===== src/rtl/auto_mute_pkg.sv =====
package auto_mute_pkg;
  parameter int unsigned NUM_CH = 2;
  parameter int unsigned CH_LEFT = 0;
  parameter int unsigned CH_RIGHT = 1;
endpackage


===== src/rtl/idle_word_detect.sv =====
module idle_word_detect #(
  parameter int unsigned SAMPLE_W = 20
) (
  input  logic [SAMPLE_W-1:0] word_i,
  output logic                idle_o
);
  // static pattern: every bit equal
  assign idle_o = (&word_i) | ~(|word_i);
endmodule


===== src/rtl/idle_run_counter.sv =====
module idle_run_counter #(
  parameter int unsigned IDLE_FRAMES = 8192
) (
  input  logic clk_i,
  input  logic rst_ni,
  input  logic clear_i,
  input  logic restart_i,
  input  logic step_i,
  output logic at_term_o
);
  localparam int unsigned CNT_W = $clog2(IDLE_FRAMES + 1);
  localparam logic [CNT_W-1:0] TERM = CNT_W'(IDLE_FRAMES);

  logic [CNT_W-1:0] run_q;
  logic             sat;

  assign sat = (run_q == TERM);

  always_ff @(posedge clk_i or negedge rst_ni) begin
    if (!rst_ni)                  run_q <= '0;
    else if (clear_i || restart_i) run_q <= '0;
    else if (step_i && !sat)      run_q <= run_q + 1'b1;
  end

  assign at_term_o = sat;


  cnt_bound_chk: assert property (@(posedge clk_i) disable iff (!rst_ni)
    run_q <= TERM);


  restart_zero_chk: assert property (@(posedge clk_i) disable iff (!rst_ni)
    restart_i |=> run_q == '0);


  step_inc_chk: assert property (@(posedge clk_i) disable iff (!rst_ni)
    (step_i && !clear_i && !restart_i && run_q != TERM) |=> run_q == $past(run_q) + 1'b1);
endmodule


===== src/rtl/auto_mute_detect.sv =====
module auto_mute_detect
  import auto_mute_pkg::*;
#(
  parameter int unsigned SAMPLE_W    = 20,
  parameter int unsigned IDLE_FRAMES = 8192
) (
  input  logic                clk_i,
  input  logic                rst_ni,
  input  logic                frame_i,
  input  logic [SAMPLE_W-1:0] left_i,
  input  logic [SAMPLE_W-1:0] right_i,
  input  logic                mute_en_ni,
  output logic                mute_o
);
  logic [SAMPLE_W-1:0] ch_word [NUM_CH];
  logic [NUM_CH-1:0]   ch_idle;
  logic                frame_idle, at_term;

  assign ch_word[CH_LEFT]  = left_i;
  assign ch_word[CH_RIGHT] = right_i;

  for (genvar g = 0; g < NUM_CH; g++) begin : g_ch
    idle_word_detect #(.SAMPLE_W(SAMPLE_W)) u_idle (
      .word_i (ch_word[g]),
      .idle_o (ch_idle[g])
    );
  end

  assign frame_idle = &ch_idle;

  idle_run_counter #(.IDLE_FRAMES(IDLE_FRAMES)) u_run (
    .clk_i     (clk_i),
    .rst_ni    (rst_ni),
    .clear_i   (mute_en_ni),
    .restart_i (frame_i & ~frame_idle),
    .step_i    (frame_i & frame_idle),
    .at_term_o (at_term)
  );

  assign mute_o = at_term & ~mute_en_ni;


  disabled_silent_chk: assert property (@(posedge clk_i) disable iff (!rst_ni)
    mute_en_ni |-> !mute_o);


  release_chk: assert property (@(posedge clk_i) disable iff (!rst_ni)
    (frame_i && !mute_en_ni && !(&ch_idle)) |=> !mute_o);


  hold_chk: assert property (@(posedge clk_i) disable iff (!rst_ni)
    (!frame_i && !mute_en_ni) |=> (mute_o == $past(mute_o)) || mute_en_ni);
endmodule


===== config.mk =====
export PLATFORM = sky130hd
export DESIGN_NAME = auto_mute_detect
export DESIGN_NICKNAME = d
export VERILOG_FILES = /design/src/rtl/auto_mute_pkg.sv /design/src/rtl/idle_word_detect.sv /design/src/rtl/idle_run_counter.sv /design/src/rtl/auto_mute_detect.sv
export SDC_FILE = /design/constraint.sdc
export NUM_CORES = 1
export LEC_CHECK = 0
export ABC_AREA = 1
export ABC_CLOCK_PERIOD_IN_PS = 1390
export CORE_MARGIN = 5
export CORE_UTILIZATION = 40
export CTS_CLUSTER_SIZE = 20
export DETAILED_ROUTE_END_ITERATION = 12
export PLACE_DENSITY = 0.76
export SETUP_SLACK_MARGIN = 0.02
export SLEW_MARGIN = 20
export SYNTH_ARGS = -nofsm -noshare
export SYNTH_HDL_FRONTEND = slang
export SYNTH_SLANG_ARGS = --single-unit

===== constraint.sdc =====
create_clock -name clk_i -period 1.39 [get_ports clk_i]
set_input_delay 0.278 -clock clk_i [delete_from_list [all_inputs] [get_ports clk_i]]
set_output_delay 0.278 -clock clk_i [all_outputs]
set_load 0.01 [all_outputs]

---- After elaboration in Yosys (flattened, before gate mapping) ----
Cells that the tools add are included.
operators by class
  bitwise operators ....................... 9
  reduce and logical (&&, ||, !) cells .... 9
  equal/unequal tests ..................... 1
  add/subtract/negate cells ............... 1
  multiplexer cells ....................... 2
operators with widths
  kind                                           number
  AND reduction 20 bit                           2
  OR reduction 20 bit                            2
  2-to-1 mux 14 bit                              2
  adder 14 x 1 -> 14 bit, second input constant  1
  == test 14 bit, second input constant          1
  inverter 1 bit                                 4
  AND 1 bit                                      3
  OR 1 bit                                       2
  AND reduction 2 bit                            1
  nonzero test 2 bit                             1
  logical AND 1 bit                              1
  logical NOT 1 bit                              1
  logical OR 1 bit                               1
storage, ports and cells
  output and inout port bits .............. 1
  word-level logic and storage cells ...... 23
  register bits after elaboration ......... 14
  input port bits ......................... 44

---- Depth between registers and ports, before layout ----
  depth in word-level cells ............... 8
  depth in mapped cells ................... 11
  gate-level depth less buffers ........... 10

---- By module ----
Synthesis repeated with hierarchy kept, for this count alone.
unflattened totals
  cells, all modules ...................... 213
  area total of the unflattened synthesis .. 1252.5 um^2
modules (own cells, without submodules)
  module            area each (um^2)  sequential area each (um^2)  times used  cells an instance
  idle_run_counter  960.9             350.3                        1           143
  idle_word_detect  133.9             0.0                          2           32
  auto_mute_detect  23.8              0.0                          1           6

---- Worst setup path before layout ----
OpenSTA, ideal clock, no wires.
  kind .................................... register to register
  from .................................... register u_run.run_q[0]
  to ...................................... register u_run.run_q[10]
  path buffers ............................ 1
  path slack .............................. -36 ps
  clock period less this slack ............ 1426 ps
  data required time ...................... 1316 ps
  library setup time ...................... 74 ps
  cell stages (with the launch flop) ...... 11
  arrival time ............................ 1352 ps
  path through ............................ dfrtp_1 > inv_1 > ha_1 > nand3_1 > nor2_2 > and2_4 > nand3_2 > nand2_4 > buf_12 > nand2_1 > o21ai_2
on the way
  word-level cells in the longest chain between the ends .. 4
  elaborated cells on any way between the ends .. 7
  those cells by class .................... add/sub: 1; eq/ne: 1; mux: 2; reduce/logical: 3
ends and longest elaborated chain
  item                                                                            line                    RTL
  start: declaration                                                              idle_run_counter.sv:14  logic [CNT_W-1:0] run_q;
  start signal: assignment                                                        idle_run_counter.sv:22  else if (step_i && !sat) run_q <= run_q + 1'b1;
  parallel branches: the longest is 4 deep, another holds adder 14 x 1 -> 14 bit  -
Parallel ways; which one is timed is not known. The select of a mux whose other input is x is not followed.
A chain may end at the register's enable or synchronous reset.

---- Worst setup path after layout ----
  from .................................... register u_run.run_q[0]
  to ...................................... output mute_o
on the way
  word-level cells in the longest chain between the ends .. 2
ends and longest elaborated chain
  item              line                    RTL
  == test 14 bit    idle_run_counter.sv:17  assign sat = (run_q == TERM);
  AND 1 bit         auto_mute_detect.sv:40  assign mute_o = at_term & ~mute_en_ni;
  end: declaration  auto_mute_detect.sv:13  output logic mute_o
No other way between the ends.

==> impl_metrics.csv <==
group,metric,value,unit
setup_path,worst-setup-path-type,"flip-flop to primary output",
cells_and_area,reg.largest.list,"u_run.run_q x14",
routing,number_of_detailed_routing_iterations_run_before_antenna_repair,4,
place,buffer_ports.inserted,44,
routing,wl_per_cell,12.2,um
outcome,status,"complete, but fails checks",
global_route,global_route.usage.total,16.5,%
place,globalplace.congestion,0.754,
setup_path,crit_chain,"inv_1, ha_2, nand3_2, nor2_4, and2_4, buf_6",
clock_network,cts_sinks,14,
sta,final-max-slew-violation-count,0,
sta,fraction_of_the_cycle_the_final_worst_path_needs,116,%
setup_path,crit_path_start_kind,"flip-flop",
pwr,ir_drop,0.424,mV
routing,detailedRoute.firstIterationViolations,30,
sta,rsz0062_at_grt,"yes",
logic_synthesis,count_of_flip_flops_with_a_built_in_enable_after_synthesis,0,
sta,timing.final.ws_setup,-0.229,ns
global_route,grt_max_degree,15,
setup_path,timing.critical_path.arrival,1.34,ns
floorplan,initial_core_util,41.0,%
clock_network,ctsHoldBuffers,0,
cells_and_area,multiInputGateArea,930,um2
sta,setup_violations,15,
routing,vias,1350,
logic_synthesis,synth.lib_cells_used.distinct,26,
cells_and_area,antenna_cells,0,
pwr,p_per_area,443,nW/um2
logic_synthesis,yosys_most_used_dff,"sky130_fd_sc_hd__dfrtp_1",
floorplan,die-area,4290,um2
logic_synthesis,synth.ff_latch_count,14,
cells_and_area,finish.cell_count_without_fillers,285,
logic_synthesis,synth.net_count,224,
place,place.detailed.hpwl,2680,um
cells_and_area,largest_register_ffs,14,
logic_synthesis,synth-async-reset-ratio,100,%
logic_synthesis,ys.warnings.count,0,
clock_network,cts-root-buf,"sky130_fd_sc_hd__clkbuf_4",
floorplan,coreArea,3000,um2
clock_network,tritoncts,"done",
global_route,grt_first_pass_wirelength,5560,um
outcome,failed_checks,"setup timing",
setup_path,critical_path.endpoint_type,"primary output",
floorplan,fp.dieW,65.5,um
logic_synthesis,post_synth_inst_count,178,
routing,route.detailed.vias_per_inst,4.74,
place,placed_cells,277,
global_route,grt_pass1_vias,1268,
clock_network,cts_max_path_buffers,2,
flow_run,maxCapViolCount,0,
cells_and_area,flow.area_growth_from_synthesis,68.6,%
routing,route.final.wire_length,3490,um
global_route,antenna_violations_before_repair,0,
setup_path,path_delay_family,"flip-flops",
sta,final_period_minus_worst_setup_slack,1.62,ns
logic_synthesis,synth_top_area_share,28.4,%
worst_hold_path,timing.hold.worst.class,"input pin to async pin",
cells_and_area,largest_register,"u_run.run_q",
sta,worst_relative_slew_slack,82.4,%
global_route,grt_remaining_overflow,0,
logic_synthesis,seq_total_area_yosys,28.4,%
floorplan,placement_rows,20,
clock_network,clk-insertion-delay-late,0.29,ns
sta,worst_clock_skew_on_the_final_layout,0.00829,ns
sta,max_freq,618,MHz
setup_path,critical-path-max-stage-delay,0.39,ns
sta,hold_violations,0,
routing,detail-route-antenna-nets,0,
cells_and_area,final-seq-area,350,um2
routing,detail_route.drc_violations,0,
logic_synthesis,mappedNetlistArea,1230,um2
sta,worstMarginPinSlew,0.262,ns
floorplan,num_io_pins,45,
cells_and_area,drive_above_1_share,29.4,%
pwr,fin_total_pwr,921,uW
logic_synthesis,ys_top_cells_by_area,"sky130_fd_sc_hd__dfrtp_1 (28%), sky130_fd_sc_hd__nand2_1 (13%), sky130_fd_sc_hd__nor2_1 (12%), sky130_fd_sc_hd__o21ai_2 (4.3%), sky130_fd_sc_hd__xor2_1 (4.3%)",
logic_synthesis,syn_area_per_cell,6.92,um2
clock_network,clk_pin_slew_worst_setup_hold_paths,0.10,ns
cells_and_area,fin_util,69.2,%
logic_synthesis,synth_largest_area_cell,"sky130_fd_sc_hd__dfrtp_1",
setup_path,critPathBufInv,2,
cells_and_area,finalNetCount,299,
setup_path,worst_path_max_delay_cell,"sky130_fd_sc_hd__dfrtp_1",
pwr,power.static_leakage,0.964,nW
place,minimum_setup_slack_after_placement,-0.617,ns
setup_path,crit_path_max_fanout,2,
clock_network,ctsHtreeMaxLevel,1,
floorplan,die_height,65.5,um
cells_and_area,n_fill_cell,240,
setup_path,cp.required,1.11,ns
clock_network,cts_buffers,3,
[report_power, final]
part	total, mW	internal [mW]	switching (mW)
clock network	0.309	0.160	0.149
registers	0.407	0.407	0.0000000000000866
logic	0.205	0.131	0.0744
[worst paths after layout]
check,startpoint,to,slack (ns),cells past startpoint
setup / recovery,u_run.run_q[0]$_DFFE_PN0P_,mute_o,-0.23,6
setup reg to reg,u_run.run_q[0]$_DFFE_PN0P_,u_run.run_q[10]$_DFFE_PN0P_,-0.16,8
min in group clk_i,u_run.run_q[11]$_DFFE_PN0P_,u_run.run_q[11]$_DFFE_PN0P_,0.59,3
hold / removal,rst_ni,u_run.run_q[4]$_DFFE_PN0P_,0.28,2
max in group asynchronous,rst_ni,u_run.run_q[9]$_DFFE_PN0P_,0.93,2
hold reg to reg,u_run.run_q[11]$_DFFE_PN0P_,u_run.run_q[11]$_DFFE_PN0P_,0.59,3
[per-layer routing]
metal | track usage (%) | vias up | routed length (um)
met5 | 0 | - | 0
li1 | - | 723 | -
met3 | 3.42 | 6 | 73
met1 | 19.8 | 607 | 1460
met4 | 2.59 | 0 | 38
met2 | 30.6 | 14 | 1920
[metrics by stage]
step           cell area, um2  setup TNS, ns  hold WS (ns)
2_1_floorplan            1230         -0.310       -0.0176
4_1_cts                  1980          -1.68         0.280
3_3_place_gp             1870          -5.61         0.537
5_1_grt                  2080          -2.62         0.292
6_report                 2080          -1.73         0.279
3_5_place_dp             1870          -5.79         0.548
[placed cells by master (no fill, tap or decap), types with 2 or more instances in the layout]
| cell type | n |
|---|---|
| sky130_fd_sc_hd__nand2_1 | 40 |
| sky130_fd_sc_hd__nand2_2 | 9 |
| sky130_fd_sc_hd__nor3_4 | 2 |
| sky130_fd_sc_hd__nor2_2 | 3 |
| sky130_fd_sc_hd__o21ai_2 | 6 |
| sky130_fd_sc_hd__dlymetal6s2s_1 | 5 |
| sky130_fd_sc_hd__nor3_1 | 2 |
| sky130_fd_sc_hd__or2_1 | 4 |
| sky130_fd_sc_hd__nand3_2 | 3 |
| sky130_fd_sc_hd__nand2_4 | 2 |
| sky130_fd_sc_hd__clkdlybuf4s50_1 | 38 |
| sky130_fd_sc_hd__o21ai_1 | 3 |
| sky130_fd_sc_hd__nor2_1 | 39 |
| sky130_fd_sc_hd__buf_6 | 5 |
| sky130_fd_sc_hd__nand3_1 | 7 |
| sky130_fd_sc_hd__nand4_1 | 7 |
| sky130_fd_sc_hd__xor2_1 | 6 |
| sky130_fd_sc_hd__inv_1 | 9 |
| sky130_fd_sc_hd__xnor2_1 | 3 |
| sky130_fd_sc_hd__clkbuf_4 | 3 |
| sky130_fd_sc_hd__nand2_8 | 2 |
| sky130_fd_sc_hd__dfrtp_1 | 14 |
| sky130_fd_sc_hd__nor2_4 | 2 |
| sky130_fd_sc_hd__inv_2 | 4 |
| sky130_fd_sc_hd__nand3_4 | 3 |
| sky130_fd_sc_hd__buf_4 | 23 |
[synth_stat cells, types with 3 or more instances]
| cell type | instances |
|---|---|
| sky130_fd_sc_hd__dfrtp_1 | 14 |
| sky130_fd_sc_hd__nand2_1 | 44 |
| sky130_fd_sc_hd__o21ai_2 | 6 |
| sky130_fd_sc_hd__nand3_2 | 4 |
| sky130_fd_sc_hd__xor2_1 | 6 |
| sky130_fd_sc_hd__inv_1 | 10 |
| sky130_fd_sc_hd__nor2_2 | 3 |
| sky130_fd_sc_hd__nand4_1 | 7 |
| sky130_fd_sc_hd__or2_1 | 4 |
| sky130_fd_sc_hd__nor2_1 | 41 |
| sky130_fd_sc_hd__o21ai_1 | 3 |
| sky130_fd_sc_hd__nand3_1 | 9 |
| sky130_fd_sc_hd__nand2_2 | 7 |
| sky130_fd_sc_hd__xnor2_1 | 3 |
| sky130_fd_sc_hd__inv_2 | 3 |
[layout make-up]
cell class | count | share of cell area (%)
Clock buffer | 4 | 1.75
Inverter | 13 | 2.35
Multi-Input combinational cell | 150 | 44.7
Sequential cell | 14 | 16.9
Tap cell | 33 | 1.99
Timing Repair Buffer | 71 | 32.3
[worst reg2reg max path: stages, from the launching register on]
cell,delay [ns]
sky130_fd_sc_hd__dfrtp_1,0.36
sky130_fd_sc_hd__buf_4,0.14
sky130_fd_sc_hd__ha_4,0.15
sky130_fd_sc_hd__nand3_4,0.09
sky130_fd_sc_hd__nor3_4,0.26
sky130_fd_sc_hd__nand2_1,0.10
sky130_fd_sc_hd__nor2_2,0.12
sky130_fd_sc_hd__xnor2_1,0.15
sky130_fd_sc_hd__o21ai_2,0.07
[repair_timing]
| action | 4_1_cts | 5_1_grt |
|---|---|---|
| gates cloned | 1 | 0 |
| hold endpoints to repair | 0 | 0 |
| gates resized for setup | 16 | 20 |
| pin swaps | 3 | 11 |
| endpoints found under the setup margin | 15 | 15 |
| buffers inserted | 1 | 2 |
[cells by family (layout without fill, tap and decap cells)]
| group | count (synthesis) | count (layout) | synth area share (%) |
|---|---|---|---|
| adder cells (fa/ha/maj) | 2 | 2 | 2.03 |
| XOR/XNOR | 9 | 9 | 6.40 |
| AND/OR/NAND/NOR | 127 | 128 | 50.1 |
| AO/OA/AOI/OAI | 11 | 11 | 6.60 |
| flip-flops | 14 | 14 | 28.4 |
| buffers and inverters | 15 | 88 | 6.50 |
Note: power is estimated with default switching activity, not from simulation.
